==> config.mk <==
export PLATFORM = sky130hd
export DESIGN_NAME = exc_cop_serial
export DESIGN_NICKNAME = d
export VERILOG_FILES = /design/src/rtl/exc_cop_pkg.sv /design/src/rtl/exc_prio.sv /design/src/rtl/ser_reg.sv /design/src/rtl/exc_cop_serial.sv
export SDC_FILE = /design/constraint.sdc
export NUM_CORES = 1
export LEC_CHECK = 0
export CAP_MARGIN = 20
export CORE_ASPECT_RATIO = 1.2
export CORE_MARGIN = 2
export CORE_UTILIZATION = 59
export CTS_CLUSTER_SIZE = 14
export DETAILED_ROUTE_END_ITERATION = 7
export GPL_TIMING_DRIVEN = 0
export PLACE_DENSITY = 0.85
export REMOVE_ABC_BUFFERS = 1
export SLEW_MARGIN = 20
export SYNTH_ARGS = -nofsm -noshare
export SYNTH_HDL_FRONTEND = slang
export SYNTH_HIERARCHICAL = 1
export SYNTH_SLANG_ARGS = --single-unit
==> constraint.sdc <==
create_clock -name clk -period 2.4 [get_ports clk]
set_input_delay 0.36 -clock clk [delete_from_list [all_inputs] [get_ports clk]]
set_output_delay 0.36 -clock clk [all_outputs]
set_load 0.02 [all_outputs]
==> src/rtl/exc_cop_pkg.sv <==
// Shared constants for the serial exception coprocessor.
// Assumes nothing beyond IEEE 1800-2017 packages.
package exc_cop_pkg;

    // Register selector codes seen on the serial access port.
    localparam logic [1:0] SEL_EPC    = 2'd0;
    localparam logic [1:0] SEL_CAUSE  = 2'd1;
    localparam logic [1:0] SEL_STATUS = 2'd2;
    localparam logic [1:0] SEL_BADVA  = 2'd3;
    localparam int         NUM_SEL    = 4;

    // Cause code field width and position inside the cause register.
    localparam int CODE_W   = 5;
    localparam int CODE_LSB = 2;

    // Exception codes that software decodes.
    localparam logic [CODE_W-1:0] CODE_INT  = 5'd0;
    localparam logic [CODE_W-1:0] CODE_ADEL = 5'd4;
    localparam logic [CODE_W-1:0] CODE_ADES = 5'd5;
    localparam logic [CODE_W-1:0] CODE_RI   = 5'd10;
    localparam logic [CODE_W-1:0] CODE_CPU  = 5'd11;
    localparam logic [CODE_W-1:0] CODE_OVF  = 5'd12;

endpackage

==> src/rtl/exc_prio.sv <==
// Request qualifier and fixed-priority selector.
// Removes classes disabled at build time, masks the interrupt with the
// enable bit, and picks one winner: address error > reserved instr >
// coprocessor unusable > overflow > interrupt. Purely combinational.
module exc_prio
    import exc_cop_pkg::*;
#(
    parameter bit EN_OVF = 1'b1,
    parameter bit EN_CPU = 1'b1,
    parameter bit EN_RI  = 1'b1,
    parameter bit EN_ADE = 1'b1
) (
    input  logic              irq,
    input  logic              ie,
    input  logic              ovf,
    input  logic              cpu,
    input  logic              ri,
    input  logic              ade,
    input  logic              ade_store,
    output logic              take,
    output logic              ade_hit,
    output logic [CODE_W-1:0] code
);

    logic ovf_g, cpu_g, ri_g, ade_g;

    // Build-time removal of each optional class.
    generate
        if (EN_OVF) begin : g_ovf
            assign ovf_g = ovf;
        end else begin : g_no_ovf
            assign ovf_g = 1'b0;
        end
        if (EN_CPU) begin : g_cpu
            assign cpu_g = cpu;
        end else begin : g_no_cpu
            assign cpu_g = 1'b0;
        end
        if (EN_RI) begin : g_ri
            assign ri_g = ri;
        end else begin : g_no_ri
            assign ri_g = 1'b0;
        end
        if (EN_ADE) begin : g_ade
            assign ade_g = ade;
        end else begin : g_no_ade
            assign ade_g = 1'b0;
        end
    endgenerate

    // Fixed-priority choice of the winning class and its code.
    always_comb begin
        take    = 1'b1;
        ade_hit = 1'b0;
        code    = CODE_INT;
        if (ade_g) begin
            ade_hit = 1'b1;
            code    = ade_store ? CODE_ADES : CODE_ADEL;
        end else if (ri_g) begin
            code = CODE_RI;
        end else if (cpu_g) begin
            code = CODE_CPU;
        end else if (ovf_g) begin
            code = CODE_OVF;
        end else if (irq && ie) begin
            code = CODE_INT;
        end else begin
            take = 1'b0;
        end
    end

endmodule

==> src/rtl/ser_reg.sv <==
// One serially accessed register with a parallel load for exception capture.
// Shifts toward bit 0 when enabled; the top bit takes the write bit or,
// in read mode, the outgoing bit 0 (rotate). A parallel load wins over a shift.
module ser_reg #(
    parameter int W = 32
) (
    input  logic         clk,
    input  logic         rst_n,
    input  logic         shift,
    input  logic         wr,
    input  logic         wbit,
    input  logic         load,
    input  logic [W-1:0] load_val,
    output logic [W-1:0] q
);

    // Register update: reset, capture, or one-bit shift.
    always_ff @(posedge clk) begin
        if (!rst_n) begin
            q <= '0;
        end else if (load) begin
            q <= load_val;
        end else if (shift) begin
            q <= {(wr ? wbit : q[0]), q[W-1:1]};
        end
    end

endmodule

==> src/rtl/exc_cop_serial.sv <==
// Serial exception coprocessor: saved PC, cause, status and optional
// bad-address registers, each a shift register reached through a one-bit
// access port. Assumes request lines are asserted for one cycle by the
// pipeline and that software does not access while an exception is raised.
module exc_cop_serial
    import exc_cop_pkg::*;
#(
    parameter int              XLEN     = 32,
    parameter logic [XLEN-1:0] VEC_ADDR = XLEN'(32'h0000_0080),
    parameter bit              EN_OVF   = 1'b1,
    parameter bit              EN_CPU   = 1'b1,
    parameter bit              EN_RI    = 1'b1,
    parameter bit              EN_ADE   = 1'b1
) (
    input  logic            clk,
    input  logic            rst_n,
    input  logic            irq,
    input  logic            ovf_req,
    input  logic            cpu_req,
    input  logic            ri_req,
    input  logic            ade_req,
    input  logic            ade_store,
    input  logic [XLEN-1:0] fault_pc,
    input  logic [XLEN-1:0] bad_addr,
    input  logic            acc_en,
    input  logic            acc_wr,
    input  logic [1:0]      acc_sel,
    input  logic            acc_wbit,
    output logic            take_exc,
    output logic [XLEN-1:0] vec_pc,
    output logic            acc_rbit
);

    localparam int NREG = EN_ADE ? NUM_SEL : NUM_SEL - 1;

    logic [NUM_SEL-1:0][XLEN-1:0] regs_q;
    logic [NUM_SEL-1:0][XLEN-1:0] ld_val;
    logic [NUM_SEL-1:0]           ld;
    logic                         take_now;
    logic                         ade_hit;
    logic [CODE_W-1:0]            code;
    logic                         ie;

    assign ie = regs_q[SEL_STATUS][0];

    exc_prio #(
        .EN_OVF (EN_OVF),
        .EN_CPU (EN_CPU),
        .EN_RI  (EN_RI),
        .EN_ADE (EN_ADE)
    ) u_prio (
        .irq       (irq),
        .ie        (ie),
        .ovf       (ovf_req),
        .cpu       (cpu_req),
        .ri        (ri_req),
        .ade       (ade_req),
        .ade_store (ade_store),
        .take      (take_now),
        .ade_hit   (ade_hit),
        .code      (code)
    );

    // Capture values and load strobes for each register.
    always_comb begin
        ld_val[SEL_EPC]    = fault_pc;
        ld_val[SEL_CAUSE]  = XLEN'(code) << CODE_LSB;
        ld_val[SEL_STATUS] = {regs_q[SEL_STATUS][XLEN-1:1], 1'b0};
        ld_val[SEL_BADVA]  = bad_addr;
        ld[SEL_EPC]        = take_now;
        ld[SEL_CAUSE]      = take_now;
        ld[SEL_STATUS]     = take_now;
        ld[SEL_BADVA]      = take_now && ade_hit;
    end

    // One shift register per present selector; absent ones read zero.
    generate
        for (genvar k = 0; k < NUM_SEL; k++) begin : g_reg
            if (k < NREG) begin : g_on
                ser_reg #(.W(XLEN)) u_reg (
                    .clk      (clk),
                    .rst_n    (rst_n),
                    .shift    (acc_en && (acc_sel == 2'(k))),
                    .wr       (acc_wr),
                    .wbit     (acc_wbit),
                    .load     (ld[k]),
                    .load_val (ld_val[k]),
                    .q        (regs_q[k])
                );
            end else begin : g_off
                assign regs_q[k] = '0;
            end
        end
    endgenerate

    // Redirect strobe, one cycle after acceptance.
    always_ff @(posedge clk) begin
        if (!rst_n) begin
            take_exc <= 1'b0;
        end else begin
            take_exc <= take_now;
        end
    end

    assign vec_pc   = VEC_ADDR;
    assign acc_rbit = regs_q[acc_sel][0];

endmodule

-- Word-level counts from Yosys, hierarchy flattened
Cells that the tools add are included.
- flip-flop bits (word level): 129
- bits of input ports: 77
- output and inout bits: 34
- logic and storage cells: 48
- $lt $le $gt $ge: 1
- equal/unequal tests: 3
- mux-type cells: 23
- bitwise operators: 2
- reduce and logical (&&, ||, !) cells: 12
- operators by type and width (operator ; count):
    $mux 32 ; 4
    $bmux 32 s2 ; 1
    $mux 5 ; 3
    $mux 7 ; 2
    $mux 1 ; 12
    $logic_and 1x1->1 ; 6
    $reduce_bool 2->1 ; 3
    $eq 2x2->1 const B ; 2
    $mux 4 ; 1
    $lt 2x3->1 const B ; 1
    $eq 2x1->1 const B ; 1
    $logic_not 2->1 ; 1
    $not 1->1 ; 2
    $reduce_and 2->1 ; 1
    $reduce_or 2->1 ; 1

-- Longest topological paths before layout
Gate-level depths: netlist of the first run.
- depth in word-level cells: 8
- mapped depth: 7
- gate-level depth less buffers: 5

-- Modules after synthesis
The synthesis of the first run kept the hierarchy.
- by module, submodules not included (module ; instances ; cells each ; area an instance (um^2) ; sequential area each (um^2)):
    ser_reg ; 4 ; 145 ; 1776.7 ; 640.6
    exc_cop_serial ; 1 ; 42 ; 337.8 ; 20.0
    exc_prio ; 1 ; 13 ; 77.6 ; 0.0

-- Worst setup path before layout of the first run
No wires, ideal clock.
- path kind: input -> register
- start point: input cpu_req
- end point: register g_reg[3].g_on.u_reg.q[0]
- setup time: 0.116 ns
- arrival: 1.410 ns
- required time: 2.284 ns
- setup slack: 0.874 ns
- stages on the path: 6
- cells stage by stage: nor3_2 nand2_1 and2_1 buf_2 buf_1 o211a_1
- longest elaborated chain between the ends: 5
- elaborated cells on any way between the ends: 6
- RTL lines (item ; RTL line ; source):
    start, declared ; exc_cop_serial.sv:19 ; input logic cpu_req,
    $mux 1 * ; exc_prio.sv:61 ; end else if (cpu_g) begin
    $mux 1 * ; exc_prio.sv:59 ; end else if (ri_g) begin
    $mux 1 * ; exc_prio.sv:56 ; if (ade_g) begin
    named net ld[0] ; exc_cop_serial.sv:38 ; logic [NUM_SEL-1:0] ld;
    $logic_and 1x1->1 * ; exc_cop_serial.sv:73 ; ld[SEL_BADVA] = take_now && ade_hit;
    named net ld[3] ; exc_cop_serial.sv:38 ;
    $mux 32 or $reduce_bool 2->1 (tied branches) ; - ;
    end signal, assigned ; ser_reg.sv:22 ; q <= load_val;
    end signal, assigned ; ser_reg.sv:24 ; q <= {(wr ? wbit : q[0]), q[W-1:1]};
    end, declared ; ser_reg.sv:14 ; output logic [W-1:0] q
The timed path passes the listed nets; every way through them passes the cells marked *.
A chain may end at the register's enable or synchronous reset.

-- Worst setup path after layout of the first run
- start point: input acc_sel[0]
- end point: register g_reg[0].g_on.u_reg.q[10]
- longest elaborated chain between the ends: 3
- RTL lines (item ; RTL line ; source):
    start, declared ; exc_cop_serial.sv:27 ; input logic [1:0] acc_sel,
    $logic_not 2->1 ; exc_cop_serial.sv:83 ; .shift (acc_en && (acc_sel == 2'(k))),
    $logic_and 1x1->1 ; exc_cop_serial.sv:83 ;
    $reduce_bool 2->1 (no source line) ; - ;
    end signal, assigned ; ser_reg.sv:22 ;
    end signal, assigned ; ser_reg.sv:24 ;
    end, declared ; ser_reg.sv:14 ;
Every way passes these cells.

==> flow_summary.ini, run 1 <==
[outcome]
status = finished clean

[timing]
slew_violations = 0
skew_ns = 0.004384
max_slew.worst_pin.slew_ns = 1.027
max_slew_margin = 0.3156
max_freq_mhz = 434.1
min_period_ns = 2.304
final_hold_viol_count = 0
fin_tns_setup_ns = 0
final-setup-viol-count = 0
fin_crit_sh = 0.9598
rsz0062_at_grt = no

[power_and_ir_drop]
power.leakage_nw = 4.832
finalPower_w = 0.005822
ir_drop_mv = 0.4373
p_per_area_nw_per_um2 = 657.1

[global_route]
grt_max_degree = 85
grt_pass1_wl_mm = 23.56
track_usage = 0.2127
grt_pass1_vias = 5014
antenna_found_initial = 1
overflow = 0

[clock_network]
htree_levels = 4
ctsHoldBuffers = 0
cts.sinks = 129
post_cts_buffers = 0
numCtsBuffers = 17
clkLatencyLatePin_ns = 0.41
path_clk_slew_ns = 0.06
cts_root_buf = clkbuf_16
clockBufferDepth = 2
cts_tree = done

[critical_path]
path_max_fanout = 8
end_kind = register
crit_path_start_kind = primary input
crit_top_cell = buf_4
slowest_stage = nor3b_4
path_cells = clkdlybuf4s50_1 -> nor3b_4 -> buf_4 -> buf_4 -> buf_4 -> mux2_4 -> o211a_1
reg2regPathDepth = 8
worstSetupPathType = primary input to register
arrival_ns = 2.60
required_ns = 2.70
cp_slowest_stage_delay_ns = 0.52

[logic_synthesis]
ys_ff_latch = 129
syn_area_sq_um = 7522
syn_area_per_cell_sq_um = 11.85
synth-main-ff-cell = dfxtp_1
yosysUniqueCellTypes = 31
synth-edff-count = 0
async_reset_ff_frac = 0
seq_area_frac_synth = 0.3433
yosys_warnings = 6
syn_inst = 635

[route]
firstDrtPassIters = 4
post_drt_wl_per_cell_um = 16.33
ant_nets = 0
drt_iter0_markers = 232
viasPerCell = 5.442
route.detailed.drc = 0
drt-total-wl_mm = 14.42
vias = 4805

[worst_hold_path]
hold_class = primary input to register
holdPathStages = 2

[place]
port_buffers = 78
placed_area_sq_um = 8173
hpwl_mm = 8.312
gp_congestion = 0.7090

[die]
ios = 111
start_util = 0.5991
die_w_um = 107.1
dieArea_sq_um = 13670
core_area_sq_um = 12560
fp-row-count = 45
die_h_um = 127.7

[run]
maxCapViolCount = 0

[cells_and_area]
stdcell_area_sq_um = 8860
drive_gt1_frac = 0.2448
syn2layout_area_growth_pct = 17.78
final_util = 0.7056
fin_nets = 783
diodes = 0
-- layout by cell type, fill, tap and decap left out, types with 2 or more instances in the layout --
cell type and count:
clkinv_2 3, clkbuf_16 17, clkdlybuf4s50_1 75, mux2i_1 4, mux2_4 112, mux2_2 12
nand3b_1 4, nand2b_1 45, inv_6 2, or2b_1 80, nor2_1 2, buf_16 3
bufbuf_16 2, clkinv_4 3, clkbuf_8 2, conb_1 61, o211ai_1 4, o211a_1 124
nand4bb_1 4, buf_4 4, bufinv_16 3, and3b_2 2, dfxtp_1 129, nand3_1 4
-- Yosys cell counts, types with 8 or more instances --
library cell,n,share of area
dfxtp_1,129,0.34
buf_2,12,0.0080
buf_1,8,0.0040
clkbuf_1,24,0.012
mux2_2,12,0.018
or2b_1,80,0.080
buf_4,34,0.034
mux2_4,112,0.22
buf_12,8,0.021
o211a_1,124,0.17
nand2b_1,45,0.037
-- cells by family (layout without fill, tap and decap cells) --
family | after synthesis | after routing | share of synthesized area
flops | 129 | 129 | 0.3433
compound gates | 131 | 131 | 0.1718
mux | 129 | 129 | 0.2498
other cells | 3 | 61 | 0.001497
buf+inv | 94 | 120 | 0.09315
simple gates | 149 | 149 | 0.1404
-- worst paths after layout --
kind / slack, ns / to / startpoint
min: 0.36 / g_reg[1].g_on.u_reg/q[28] / rst_n
max reg2reg: 0.19 / g_reg[3].g_on.u_reg/q[17] / g_reg[2].g_on.u_reg/q[0]
min reg2reg: 0.53 / g_reg[1].g_on.u_reg/q[31] / g_reg[1].g_on.u_reg/q[31]
max: 0.1 / g_reg[0].g_on.u_reg/q[10] / acc_sel[0]
-- what timing repair did --
item,CTS,global route
endpoints found under the setup margin,36,19
resized for setup,2,2
pin swaps,0,0
endpoints found under the hold margin,0,0
gates cloned,2,0
-- critical path: cells and delay by family --
| family | cells | cell delay [ns] |
|---|---|---|
| simple gates | 1 | 0.52 |
| buf+inv | 4 | 1.20 |
| mux | 1 | 0.31 |
| compound gates | 1 | 0.21 |
-- per-layer routing --
metal / GRT usage / share of wire / up-vias
met5: 0 / 0 / -
met4: 0.07792 / 0.017 / 0
met3: 0.04016 / 0.034 / 20
met2: 0.3857 / 0.54 / 96
met1: 0.2470 / 0.41 / 2356
li1: - / - / 2333
-- where the power goes --
part	leakage (nW)	total [W]	switching (W)	internal (W)
sequential	1.07	0.00235	0.0000801	0.00227
clock	0.301	0.00265	0.000953	0.00169
combinational	3.46	0.000821	0.000319	0.000503
total	4.83	0.00582	0.00135	0.00447
-- sequential cells by signal (all words and copies together), names as in the netlist --
signal          count
g.g_on.u_reg/q    128
take_exc            1
-- through the flow --
step / hold WS [ns] / setup slack (ns) / std cells
after floorplan: 0.4873 / -2.397 / 599
after global placement: 0.5135 / -4.345 / 841
after detailed placement: 0.5152 / -0.5988 / 849
after CTS: 0.3675 / 0.01073 / 883
after global routing: 0.3818 / 0.04411 / 883
final: 0.3648 / 0.09641 / 883
-- cell type report --
type                            instances  area (sq um)
Sequential cell                       129          2582
Clock inverter                         12         156.4
Tap cell                              164         205.2
Clock buffer                           20         456.7
Multi-Input combinational cell        470          4478
Fill cell                             870          3696
Timing Repair Buffer                   88         980.9
(Power assumes the default switching activity.)
==> run 2, diff against run 1 <==
--- a/config.mk
+++ b/config.mk
@@ -11,6 +11,7 @@
 export CORE_UTILIZATION = 59
 export CTS_CLUSTER_SIZE = 14
 export DETAILED_ROUTE_END_ITERATION = 7
+export GPL_ROUTABILITY_DRIVEN = 0
 export GPL_TIMING_DRIVEN = 0
 export PLACE_DENSITY = 0.85
 export REMOVE_ABC_BUFFERS = 1
==> results of run 2 <==
Final layout, timing and power as in run 1 (identical DEF).
